[config.mk]
export PLATFORM = sky130hd
export DESIGN_NAME = ts_issue_alloc
export DESIGN_NICKNAME = d
export VERILOG_FILES = /design/src/rtl/ts_pkg.sv /design/src/rtl/ts_turn_sel.sv /design/src/rtl/ts_thread_pick.sv /design/src/rtl/ts_slot_pack.sv /design/src/rtl/ts_issue_alloc.sv
export SDC_FILE = /design/constraint.sdc
export NUM_CORES = 1
export LEC_CHECK = 0
export BUFFER_PORTS_ARGS = -buffer_cell sky130_fd_sc_hd__buf_2
export CAP_MARGIN = 5
export CORE_MARGIN = 2
export CORE_UTILIZATION = 35
export CTS_CLUSTER_DIAMETER = 150
export DETAILED_ROUTE_END_ITERATION = 10
export PLACE_DENSITY = 0.48
export SLEW_MARGIN = 5
export SYNTH_ARGS = -nofsm -noshare
export SYNTH_HDL_FRONTEND = slang
export SYNTH_SLANG_ARGS = --single-unit
[constraint.sdc]
create_clock -name clk -period 30.3 [get_ports clk]
set_clock_uncertainty 0.2 [all_clocks]
set_input_delay 1.515 -clock clk [delete_from_list [all_inputs] [get_ports clk]]
set_output_delay 1.515 -clock clk [all_outputs]
set_load 0.02 [all_outputs]
[src/rtl/ts_pkg.sv]
package ts_pkg;
   typedef enum logic {
      POL_FINE = 1'b0,
      POL_SMT  = 1'b1
   } policy_e;

   typedef enum logic {
      THR_0 = 1'b0,
      THR_1 = 1'b1
   } thread_e;
endpackage

[src/rtl/ts_turn_sel.sv]
module ts_turn_sel
   import ts_pkg::*;
(
   input  logic    clk,
   input  logic    rst_n,
   input  policy_e policy,
   input  logic    elig0,
   input  logic    elig1,
   input  logic    stall0,
   input  logic    stall1,
   output thread_e prim,
   output logic    prim_en,
   output logic    sec_en
);
   thread_e turn_q;

   always_ff @(posedge clk or negedge rst_n) begin
      if (!rst_n) turn_q <= THR_0;
      else        turn_q <= (turn_q == THR_0) ? THR_1 : THR_0;
   end

   logic turn_elig;
   logic sec_stall;

   always_comb begin
      turn_elig = (turn_q == THR_1) ? elig1 : elig0;
      if (turn_elig) prim = turn_q;
      else           prim = (turn_q == THR_0) ? THR_1 : THR_0;
      prim_en   = (prim == THR_1) ? elig1 : elig0;
      sec_stall = (prim == THR_1) ? stall0 : stall1;
      sec_en    = (policy == POL_SMT) && !sec_stall;
   end
endmodule

[src/rtl/ts_thread_pick.sv]
module ts_thread_pick #(
   parameter int ENTRIES = 8,
   parameter int SLOTS   = 4,
   parameter int UNITS   = 7,
   parameter int UW      = 3,
   parameter int CW      = 3
) (
   input  logic                  en,
   input  logic [ENTRIES-1:0]    rdy,
   input  logic [ENTRIES*UW-1:0] unit,
   input  logic [UNITS-1:0]      claim_in,
   input  logic [CW-1:0]         cnt_in,
   output logic [ENTRIES-1:0]    pick,
   output logic [UNITS-1:0]      claim_out,
   output logic [CW-1:0]         cnt_out
);
   localparam int CODES = 1 << UW;

   logic [CODES-1:0] cl;
   logic [UW-1:0]    u;
   logic [CW-1:0]    cnt;

   always_comb begin
      cl            = '0;
      cl[UNITS-1:0] = claim_in;
      cnt           = cnt_in;
      pick          = '0;
      u             = '0;
      for (int i = 0; i < ENTRIES; i++) begin
         u = unit[i*UW +: UW];
         if (en && rdy[i] && (u < UW'(UNITS)) && !cl[u] && (cnt < CW'(SLOTS))) begin
            pick[i] = 1'b1;
            cl[u]   = 1'b1;
            cnt     = cnt + CW'(1);
         end
      end
      claim_out = cl[UNITS-1:0];
      cnt_out   = cnt;
   end
endmodule

[src/rtl/ts_slot_pack.sv]
module ts_slot_pack
   import ts_pkg::*;
#(
   parameter int ENTRIES = 8,
   parameter int SLOTS   = 4,
   parameter int UW      = 3,
   parameter int IW      = 3,
   parameter int CW      = 3
) (
   input  thread_e               prim,
   input  logic [ENTRIES-1:0]    pick_p,
   input  logic [ENTRIES-1:0]    pick_s,
   input  logic [ENTRIES*UW-1:0] unit_p,
   input  logic [ENTRIES*UW-1:0] unit_s,
   input  logic [CW-1:0]         total,
   output logic [SLOTS-1:0]      valid,
   output logic [SLOTS-1:0]      tid,
   output logic [SLOTS*IW-1:0]   idx,
   output logic [SLOTS*UW-1:0]   unt
);
   localparam int CAND = 2 * ENTRIES;

   logic [CAND-1:0]    cand;
   logic [CAND*UW-1:0] cand_unit;

   assign cand      = {pick_s, pick_p};
   assign cand_unit = {unit_s, unit_p};

   for (genvar s = 0; s < SLOTS; s++) begin : g_valid
      assign valid[s] = (CW'(s) < total);
   end

   int k;

   always_comb begin
      tid = '0;
      idx = '0;
      unt = '0;
      k   = 0;
      for (int j = 0; j < CAND; j++) begin
         if (cand[j] && (k < SLOTS)) begin
            for (int s = 0; s < SLOTS; s++) begin
               if (s == k) begin
                  tid[s]          = (j < ENTRIES) ? prim : ~prim;
                  idx[s*IW +: IW] = IW'(j % ENTRIES);
                  unt[s*UW +: UW] = cand_unit[j*UW +: UW];
               end
            end
            k = k + 1;
         end
      end
   end
endmodule

[src/rtl/ts_issue_alloc.sv]
module ts_issue_alloc
   import ts_pkg::*;
#(
   parameter int ENTRIES = 8,
   parameter int SLOTS   = 4,
   parameter int UNITS   = 7,
   parameter int UW      = $clog2(UNITS + 1),
   parameter int IW      = $clog2(ENTRIES)
) (
   input  logic                  clk,
   input  logic                  rst_n,
   input  logic                  sim_mode,
   input  logic [ENTRIES-1:0]    t0_rdy,
   input  logic [ENTRIES*UW-1:0] t0_unit,
   input  logic                  t0_stall,
   input  logic [ENTRIES-1:0]    t1_rdy,
   input  logic [ENTRIES*UW-1:0] t1_unit,
   input  logic                  t1_stall,
   output logic [SLOTS-1:0]      slot_valid,
   output logic [SLOTS-1:0]      slot_tid,
   output logic [SLOTS*IW-1:0]   slot_idx,
   output logic [SLOTS*UW-1:0]   slot_unit
);
   localparam int CW = $clog2(SLOTS + 1);

   if (ENTRIES < 2)           begin : g_bad_entries $error("ENTRIES must be at least 2"); end
   if (SLOTS < 1)             begin : g_bad_slots   $error("SLOTS must be at least 1"); end
   if (SLOTS > 2 * ENTRIES)   begin : g_bad_ratio   $error("SLOTS exceeds total entries"); end
   if (UNITS < 2)             begin : g_bad_units   $error("UNITS must be at least 2"); end
   if ((1 << UW) <= UNITS)    begin : g_bad_uw      $error("UW leaves no illegal tag code"); end
   if ((1 << IW) < ENTRIES)   begin : g_bad_iw      $error("IW too narrow for ENTRIES"); end

   policy_e policy;
   assign policy = policy_e'(sim_mode);

   logic [ENTRIES-1:0] vr0, vr1;
   for (genvar e = 0; e < ENTRIES; e++) begin : g_filter
      assign vr0[e] = t0_rdy[e] && (t0_unit[e*UW +: UW] < UW'(UNITS));
      assign vr1[e] = t1_rdy[e] && (t1_unit[e*UW +: UW] < UW'(UNITS));
   end

   logic elig0, elig1;
   assign elig0 = !t0_stall && (|vr0);
   assign elig1 = !t1_stall && (|vr1);

   thread_e prim;
   logic    prim_en, sec_en;

   ts_turn_sel u_turn (
      .clk     (clk),
      .rst_n   (rst_n),
      .policy  (policy),
      .elig0   (elig0),
      .elig1   (elig1),
      .stall0  (t0_stall),
      .stall1  (t1_stall),
      .prim    (prim),
      .prim_en (prim_en),
      .sec_en  (sec_en)
   );

   logic [1:0][ENTRIES-1:0]    rdy_ord;
   logic [1:0][ENTRIES*UW-1:0] unit_ord;
   logic [1:0]                 en_ord;
   logic [1:0][ENTRIES-1:0]    pick_ord;
   logic [2:0][UNITS-1:0]      claim_chain;
   logic [2:0][CW-1:0]         cnt_chain;
   logic [UNITS-1:0]           claim_unused;

   assign rdy_ord[0]     = (prim == THR_1) ? vr1 : vr0;
   assign rdy_ord[1]     = (prim == THR_1) ? vr0 : vr1;
   assign unit_ord[0]    = (prim == THR_1) ? t1_unit : t0_unit;
   assign unit_ord[1]    = (prim == THR_1) ? t0_unit : t1_unit;
   assign en_ord         = {sec_en, prim_en};
   assign claim_chain[0] = '0;
   assign cnt_chain[0]   = '0;
   assign claim_unused   = claim_chain[2];

   for (genvar p = 0; p < 2; p++) begin : g_pick
      ts_thread_pick #(
         .ENTRIES (ENTRIES),
         .SLOTS   (SLOTS),
         .UNITS   (UNITS),
         .UW      (UW),
         .CW      (CW)
      ) u_pick (
         .en        (en_ord[p]),
         .rdy       (rdy_ord[p]),
         .unit      (unit_ord[p]),
         .claim_in  (claim_chain[p]),
         .cnt_in    (cnt_chain[p]),
         .pick      (pick_ord[p]),
         .claim_out (claim_chain[p+1]),
         .cnt_out   (cnt_chain[p+1])
      );
   end

   logic [SLOTS-1:0]    pk_valid, pk_tid;
   logic [SLOTS*IW-1:0] pk_idx;
   logic [SLOTS*UW-1:0] pk_unit;

   ts_slot_pack #(
      .ENTRIES (ENTRIES),
      .SLOTS   (SLOTS),
      .UW      (UW),
      .IW      (IW),
      .CW      (CW)
   ) u_pack (
      .prim   (prim),
      .pick_p (pick_ord[0]),
      .pick_s (pick_ord[1]),
      .unit_p (unit_ord[0]),
      .unit_s (unit_ord[1]),
      .total  (cnt_chain[2]),
      .valid  (pk_valid),
      .tid    (pk_tid),
      .idx    (pk_idx),
      .unt    (pk_unit)
   );

   assign slot_valid = rst_n ? pk_valid : '0;
   assign slot_tid   = rst_n ? pk_tid   : '0;
   assign slot_idx   = rst_n ? pk_idx   : '0;
   assign slot_unit  = rst_n ? pk_unit  : '0;
endmodule

==> flow_metrics.env, run 1 <==
export IMPL_grtUsageTotal=0.353
export IMPL_die_width_microns=185
export IMPL_crit_arrival_ns=18.72
export IMPL_grt_pass1_vias=14300
export IMPL_fmax_ghz=0.0489
export IMPL_crit_family="simple AND/OR/NAND/NOR gates"
export IMPL_crit_fanout=45
export IMPL_ys_types=118
export IMPL_ant_nets=0
export IMPL_critPathKind="input pin to output port"
export IMPL_hold_viol=0
export IMPL_rows=66
export IMPL_rsz0062_at_grt="false"
export IMPL_maxCapViolCount=0
export IMPL_cts_post_setup_buffers_inserted=0
export IMPL_cts_resized=0
export IMPL_fin_crit_ns=20.44
export IMPL_fin_crit_sh=0.674
export IMPL_final_setup_tns_ns=0
export IMPL_overflow=0
export IMPL_critical_path_required_ns=28.59
export IMPL_yosysTopAreaCellShare=0.108
export IMPL_synth_top_cell_by_area="nand2_1"
export IMPL_dp_hpwl_microns=50300
export IMPL_drt_wl_total_microns=62300
export IMPL_num_io_pins=101
export IMPL_syn_cell_area_sq_mm=0.0114
export IMPL_total_power_mw=0.728
export IMPL_final_util=0.381
export IMPL_p_leak_nw=4.84
export IMPL_slew_headroom=0.109
export IMPL_postLayoutCellArea_sq_mm=0.0123
export IMPL_setup_violations=0
export IMPL_crit_path_end_kind="output port"
export IMPL_reg_largest_list="u_turn.turn_q: 1 flops"
export IMPL_drcViolationCount=0
export IMPL_power_density_mw_per_mm2=59.2
export IMPL_io_buffers=100
export IMPL_ctsHoldBuffers=0
export IMPL_dr_first_iter_drc_count=2207
export IMPL_min_path_type="flop to flop"
export IMPL_die_height_microns=185
export IMPL_top_register="u_turn.turn_q"
export IMPL_yosysWarnings=0
export IMPL_worst_slew_pin_slew_ns=1.30
export IMPL_vias_per_cell=6.83
export IMPL_place_area_sq_mm=0.0123
export IMPL_core_area_sq_mm=0.0323
export IMPL_grt_pass1_wl_microns=91900
export IMPL_clock_latency_ns=0
export IMPL_synth_seq_cells=1
export IMPL_slew_viol_final=0
export IMPL_grt_max_degree=71
export IMPL_drive_gt1_frac=0.128
export IMPL_ys_flop_type="dfrtp_1"
export IMPL_start_kind="input pin"
export IMPL_die_area_sq_mm=0.0341
export IMPL_async_flop_share=1.00
export IMPL_drt_pass1_iterations=6
export IMPL_diodes=0
export IMPL_synthTopCellsByArea="nand2_1 (11%), ha_1 (7.3%), o211ai_1 (6.4%), mux2i_1 (6.2%), nor2_1 (5.9%)"
export IMPL_netlist_instances=1806
export IMPL_vias=15600
export IMPL_status="completed"
export IMPL_ys_seq_area_frac=0.00219
export IMPL_initial_core_util=0.353
export IMPL_yosys_top_cells_count="nand2_1 (327), nor2_1 (178), nand3_1 (101)"
export IMPL_synth_edf_count=0
export IMPL_cts_clk_slew_worst_paths_ns=0
export IMPL_avgSynthCellArea_sq_um=6.32
export IMPL_area_growth_syn_to_layout_pct=7.77
export IMPL_wl_per_cell_microns=27.3
export IMPL_synth_nets=1943
export IMPL_largest_reg_flops=1
export IMPL_synth_most_common_cell="nand2_1"
export IMPL_irDropWorstVdd_v=0.0000487
export IMPL_antenna_found_initial=1
export IMPL_cp_num_buf_inv=12
export IMPL_critPathMaxStageDelay_ns=0.78
export IMPL_worst_path_max_delay_cell="nor4b_2"
export IMPL_gp_congestion=1.04
export IMPL_nNetsFinal=1982
## power by group
group          internal (mW)  leakage (nW)  switching, mW
combinational          0.257          4.83          0.469
clock                      0             0              0
sequential           0.00136       0.00927              0
## stage by stage
step	instances	worst slack [ns]	hold WS, ns
after global routing	2285	8.60	0.695
after detailed placement	2285	10.25	0.651
after floorplan	1806	13.78	0.343
after global placement	2285	10.72	0.665
final	2285	9.86	0.669
after CTS	2285	10.21	0.654
## cells in the final DEF (no fill, tap or decap), types with 13 or more instances in the layout
master    synthesis  layout
inv_1            55      55
o21ai_0          95      95
and3_1           13      13
a211oi_1         22      22
nor2b_1          15      15
buf_4            12      36
a31oi_1          38      38
a211o_1          15      15
buf_2            22     100
and2_1           17      17
o22ai_1          13      13
a22oi_1          14      14
nand3_1         101     101
nand2_1         327     327
o211ai_1         98      98
nor2_1          178     178
nor3_1           68      68
a21oi_1          69      68
xnor2_1          40      40
a21o_1           13      13
ha_1             67      67
mux2i_1          71      67
nand4_1          29      29
mux2_2           27      27
## layout make-up
type / instances / area [sq um]
timing repair buffer: 136 / 771
fill: 3622 / 20000
inverter: 61 / 236
sequential: 1 / 25.0
multi-input combinational: 1645 / 10700
tap: 442 / 553
## cells by family after synthesis
family / Yosys count / share of synthesized area
and+or+nand+nor: 840 / 0.346
AOI/OAI and AO/OA: 581 / 0.377
buffers and inverters: 160 / 0.0624
muxes: 104 / 0.0948
adders and majority gates: 68 / 0.0752
xor gates and xnor gates: 52 / 0.0419
DFF: 1 / 0.00219
## metal layers
layer  vias up  track usage  share of wire
met3       114       0.0524           0.12
met4         0       0.0694          0.023
li1       6961            -              -
met1      7459        0.531           0.45
met5         -            0              0
met2      1071        0.526           0.41
## final timing paths
check | to | startpoint | cells past startpoint | slack (ns)
max in group asynchronous | u_turn.turn_q | rst_n | 1 | 28.38
worst max-delay path | slot_tid[3] | t0_unit[8] | 61 | 9.86
worst min register to register | u_turn.turn_q | u_turn.turn_q | 1 | 0.67
worst max register to register | u_turn.turn_q | u_turn.turn_q | 1 | 28.85
worst min-delay path | u_turn.turn_q | u_turn.turn_q | 1 | 0.67
min in group asynchronous | u_turn.turn_q | rst_n | 1 | 1.24
Note: power is estimated with default switching activity, not from simulation.
==> run 2, diff against run 1 <==
- clock period: 30.3 -> 20.9 ns (I/O delays scaled with it)
==> run 2 against run 1 <==
Compared with the run above:
- die area stayed put
- largest power group unchanged
- sequential share of layout area hardly changed
- combinational power is 47% higher
- critical endpoint unchanged
- total power is 47% higher
- global-route usage is 0.84 points higher
- hold slack worse by 0.018 ns
- critical path depth is 1 lower
- cell area is 0.37% higher
- critical path type unchanged
- register-to-register slack worse by 9.4 ns
- worst setup slack worse by 8.4 ns
- cell count is 0.18% higher
==> flow_metrics.env, run 2 (same netlist as run 1, synthesis figures left out) <==
export IMPL_crit_path_end_kind="output port"
export IMPL_mostFrequentLayoutCells="nand2_1 (327), nor2_1 (178), nand3_1 (101)"
export IMPL_ctsHoldBuffers=0
export IMPL_rrSetupSlack_ns=19.48
export IMPL_ant_nets=0
export IMPL_fmax_ghz=0.0515
export IMPL_drt_pass1_iterations=7
export IMPL_rows=66
export IMPL_r2r_cells=1
export IMPL_dr_first_iter_drc_count=2181
export IMPL_die_area_sq_mm=0.0341
export IMPL_dp_hpwl_microns=51100
export IMPL_slew_headroom=0.105
export IMPL_vias_per_cell=6.84
export IMPL_p_leak_nw=4.86
export IMPL_crit_arrival_ns=18.18
export IMPL_grt_pass1_wl_microns=93400
export IMPL_top_register="u_turn.turn_q"
export IMPL_drt_wl_total_microns=63500
export IMPL_cts_resized=0
export IMPL_diodes=0
export IMPL_cts_post_setup_buffers_inserted=0
export IMPL_drcViolationCount=0
export IMPL_drive_gt1_frac=0.132
export IMPL_maxCapViolCount=0
export IMPL_clock_latency_ns=0
export IMPL_min_path_type="flop to flop"
export IMPL_final_setup_tns_ns=0
export IMPL_irDropWorstVdd_v=0.0000814
export IMPL_grt_max_degree=75
export IMPL_critPathKind="input pin to output port"
export IMPL_hold_path_endpoint="u_turn.turn_q"
export IMPL_worst_slew_pin_slew_ns=1.32
export IMPL_num_io_pins=101
export IMPL_status="completed"
export IMPL_cts_clk_slew_worst_paths_ns=0
export IMPL_antenna_found_initial=0
export IMPL_initial_core_util=0.353
export IMPL_die_height_microns=185
export IMPL_fin_crit_ns=19.42
export IMPL_die_width_microns=185
export IMPL_reg_largest_list="u_turn.turn_q: 1 flops"
export IMPL_hp_start="u_turn.turn_q"
export IMPL_vias=15600
export IMPL_gp_congestion=1.01
export IMPL_slew_viol_final=0
export IMPL_place_area_sq_mm=0.0123
export IMPL_nNetsFinal=1986
export IMPL_crit_fanout=19
export IMPL_critical_path_required_ns=19.66
export IMPL_r2r_start="u_turn.turn_q"
export IMPL_start_kind="input pin"
export IMPL_fin_crit_sh=0.929
export IMPL_io_buffers=100
export IMPL_rsz0062_at_grt="false"
export IMPL_grtUsageTotal=0.362
export IMPL_layout_commonest_cell="nand2_1"
export IMPL_largest_reg_flops=1
export IMPL_area_growth_syn_to_layout_pct=8.17
export IMPL_r2r_end="u_turn.turn_q"
export IMPL_hold_depth=1
export IMPL_overflow=0
export IMPL_power_density_mw_per_mm2=86.5
export IMPL_fillers=3591
export IMPL_core_area_sq_mm=0.0323
export IMPL_worst_path_max_delay_cell="nor4b_2"
export IMPL_critPathMaxStageDelay_ns=0.76
export IMPL_setup_violations=0
export IMPL_grt_pass1_vias=14300
export IMPL_postLayoutCellArea_sq_mm=0.0123
export IMPL_hold_viol=0
export IMPL_wl_per_cell_microns=27.7
-- run 2: final cells by class --
type | count | area (sq um) | share of cell area
Inverter | 61 | 236 | 0.0192
Tap cell | 442 | 553 | 0.0448
Timing Repair Buffer | 140 | 801 | 0.0649
Sequential cell | 1 | 25.0 | 0.00203
Multi-Input combinational cell | 1645 | 10700 | 0.869
-- run 2: how the worst max path moves through the flow --
stage | start | to
after global routing | t1_unit[1] | slot_tid[3]
final | t1_unit[2] | slot_tid[3]
after global placement | t0_unit[8] | slot_tid[3]
after CTS | t1_unit[19] | slot_tid[3]
after floorplan | t0_unit[1] | slot_tid[3]
after detailed placement | t1_unit[19] | slot_tid[3]
-- run 2: worst max-delay path, delay by kind of cell --
family / cells / cell delay, ns
compound gates: 14 / 4.03
xor+xnor: 2 / 0.99
fa+ha+maj: 9 / 2.39
buf+inv: 11 / 1.41
mux: 5 / 1.88
simple gates: 19 / 6.43
-- run 2: where the power goes --
part	total, mW	internal, mW	leakage, nW	switching [mW]
Clock	0	0	0	0
Sequential	0.00197	0.00197	0.00927	0
Combinational	1.07	0.375	4.85	0.690
Total	1.07	0.377	4.86	0.690
-- run 2: metal layers --
layer / wire length [microns] / GRT usage / up-vias
met5: 0 / 0 / -
met4: 1770 / 0.0906 / 0
met3: 7240 / 0.0605 / 134
met2: 25700 / 0.527 / 1075
met1: 28800 / 0.542 / 7475
li1: - / - / 6965
-- run 2: stage by stage --
step	power (mW)	cells	setup WS, ns	util	hold slack (ns)
3_5_place_dp	1.03	2289	1.83	0.382	0.644
2_1_floorplan	0.739	1806	5.32	-	0.343
6_report	1.07	2289	1.48	0.382	0.651
3_3_place_gp	1.03	2289	2.29	0.382	0.673
4_1_cts	1.04	2289	1.76	0.382	0.647
5_1_grt	1.16	2289	0.288	0.382	0.694
==> run 3, diff against run 2 <==
- clock period: 20.9 -> 21.8 ns (I/O delays scaled with it)
==> run 3 against run 2 <==
Compared with the run above:
- via count fell by 1.3%
- total power is 4.9% lower
- largest cell class unchanged
- combinational power fell by 6%
- critical path depth decreased by 2
- largest power group unchanged
- cell area down 0.46%
- die area did not move
- routed wire length decreased by 2.4%
- sequential share of layout area is essentially flat
- worst setup slack better by 0.74 ns
- cell count decreased by 0.26%
- core utilization is 0.17 points lower
==> flow_metrics.env, run 3 (same netlist as run 1, synthesis figures left out) <==
export IMPL_status="completed"
export IMPL_register_area_sq_um=25.0
export IMPL_layout_commonest_cell="nand2_1"
export IMPL_p_leak_nw=4.83
export IMPL_antenna_found_initial=1
export IMPL_fin_crit_ns=19.59
export IMPL_worst_slew_pin_slew_ns=1.29
export IMPL_critPathMaxStageDelay_ns=0.82
export IMPL_ant_nets=0
export IMPL_io_buffers=100
export IMPL_die_width_microns=185
export IMPL_fin_crit_sh=0.898
export IMPL_power_density_mw_per_mm2=82.6
export IMPL_rsz0062_at_grt="false"
export IMPL_slew_viol_final=0
export IMPL_crit_arrival_ns=18.30
export IMPL_ctsHoldBuffers=0
export IMPL_top_register="u_turn.turn_q"
export IMPL_rrSetupSlack_ns=20.31
export IMPL_clock_latency_ns=0
export IMPL_final_setup_tns_ns=0
export IMPL_initial_core_util=0.353
export IMPL_core_area_sq_mm=0.0323
export IMPL_diodes=0
export IMPL_drive_gt1_frac=0.128
export IMPL_r2r_cells=1
export IMPL_setup_violations=0
export IMPL_hold_viol=0
export IMPL_r2r_end="u_turn.turn_q"
export IMPL_grt_pass1_vias=14400
export IMPL_place_area_sq_mm=0.0123
export IMPL_overflow=0
export IMPL_drcViolationCount=0
export IMPL_cts_resized=0
export IMPL_crit_family="simple AND/OR/NAND/NOR gates"
export IMPL_grt_max_degree=71
export IMPL_worst_path_max_delay_cell="a21oi_4"
export IMPL_wl_per_cell_microns=27.2
export IMPL_grtUsageTotal=0.351
export IMPL_gp_congestion=1.01
export IMPL_reg_largest_list="u_turn.turn_q: 1 flops"
export IMPL_multiInputGateArea_sq_mm=0.0107
export IMPL_dp_cells=2283
export IMPL_critPathKind="input pin to output port"
export IMPL_rows=66
export IMPL_die_height_microns=185
export IMPL_critical_path_required_ns=20.51
export IMPL_largest_reg_flops=1
export IMPL_fin_cells=2283
export IMPL_drt_wl_total_microns=62000
export IMPL_nNetsFinal=1980
export IMPL_dp_hpwl_microns=50300
export IMPL_num_io_pins=101
export IMPL_vias_per_cell=6.76
export IMPL_vias=15400
export IMPL_fmax_ghz=0.0511
export IMPL_hp_start="u_turn.turn_q"
export IMPL_drt_pass1_iterations=6
export IMPL_dr_first_iter_drc_count=1892
export IMPL_maxCapViolCount=0
export IMPL_cts_clk_slew_worst_paths_ns=0
export IMPL_r2r_start="u_turn.turn_q"
export IMPL_fillers=3624
export IMPL_crit_fanout=24
export IMPL_cts_post_setup_buffers_inserted=0
export IMPL_grt_pass1_wl_microns=90900
export IMPL_start_kind="input pin"
export IMPL_holdWs_ns=0.687
export IMPL_postLayoutCellArea_sq_mm=0.0123
export IMPL_crit_path_end_kind="output port"
export IMPL_slew_headroom=0.118
export IMPL_irDropWorstVdd_v=0.0000665
export IMPL_die_area_sq_mm=0.0341
export IMPL_hold_depth=1
export IMPL_hold_path_endpoint="u_turn.turn_q"
export IMPL_min_path_type="flop to flop"
export IMPL_cp_num_buf_inv=10
export IMPL_mostFrequentLayoutCells="nand2_1 (327), nor2_1 (178), nand3_1 (101)"
export IMPL_area_growth_syn_to_layout_pct=7.68
[run 3: area by class of cell]
| type | count | share of cell area |
|---|---|---|
| timing repair buffer | 134 | 0.0615 |
| sequential | 1 | 0.00204 |
| tap | 442 | 0.0450 |
| inverter | 61 | 0.0192 |
| multi-input combinational | 1645 | 0.872 |
[run 3: power by group]
part / internal [mW] / switching (mW)
registers: 0.00189 / 0
clock network: 0 / 0
logic: 0.358 / 0.655
total: 0.360 / 0.655
[run 3: worst max-delay path by stage]
| stage | end | startpoint | slack (ns) | depth (start not counted) |
|---|---|---|---|---|
| after floorplan | slot_tid[3] | t0_unit[1] | 6.13 | 62 |
| after CTS | slot_tid[3] | t0_unit[8] | 2.55 | 61 |
| after global placement | slot_tid[3] | t0_unit[8] | 3.14 | 61 |
| after global routing | slot_tid[3] | t0_unit[8] | 0.77 | 61 |
| after detailed placement | slot_tid[3] | t0_unit[8] | 2.62 | 61 |
| final | slot_tid[3] | t1_unit[8] | 2.21 | 58 |
[run 3: per-layer routing]
| metal | wire (microns) | global-route usage | vias up |
|---|---|---|---|
| met5 | 0 | 0 | - |
| met2 | 24900 | 0.510 | 1026 |
| met4 | 2230 | 0.109 | 0 |
| met1 | 27400 | 0.500 | 7303 |
| met3 | 7470 | 0.0917 | 159 |
| li1 | - | - | 6951 |
[run 3: metrics by stage]
step	worst slack, ns	utilization	power, mW
finish	2.21	0.381	1.01
global route	0.767	0.381	1.12
CTS	2.55	0.381	0.989
detailed placement	2.62	0.381	0.981
global placement	3.14	0.381	0.978
floorplan	6.13	-	0.709
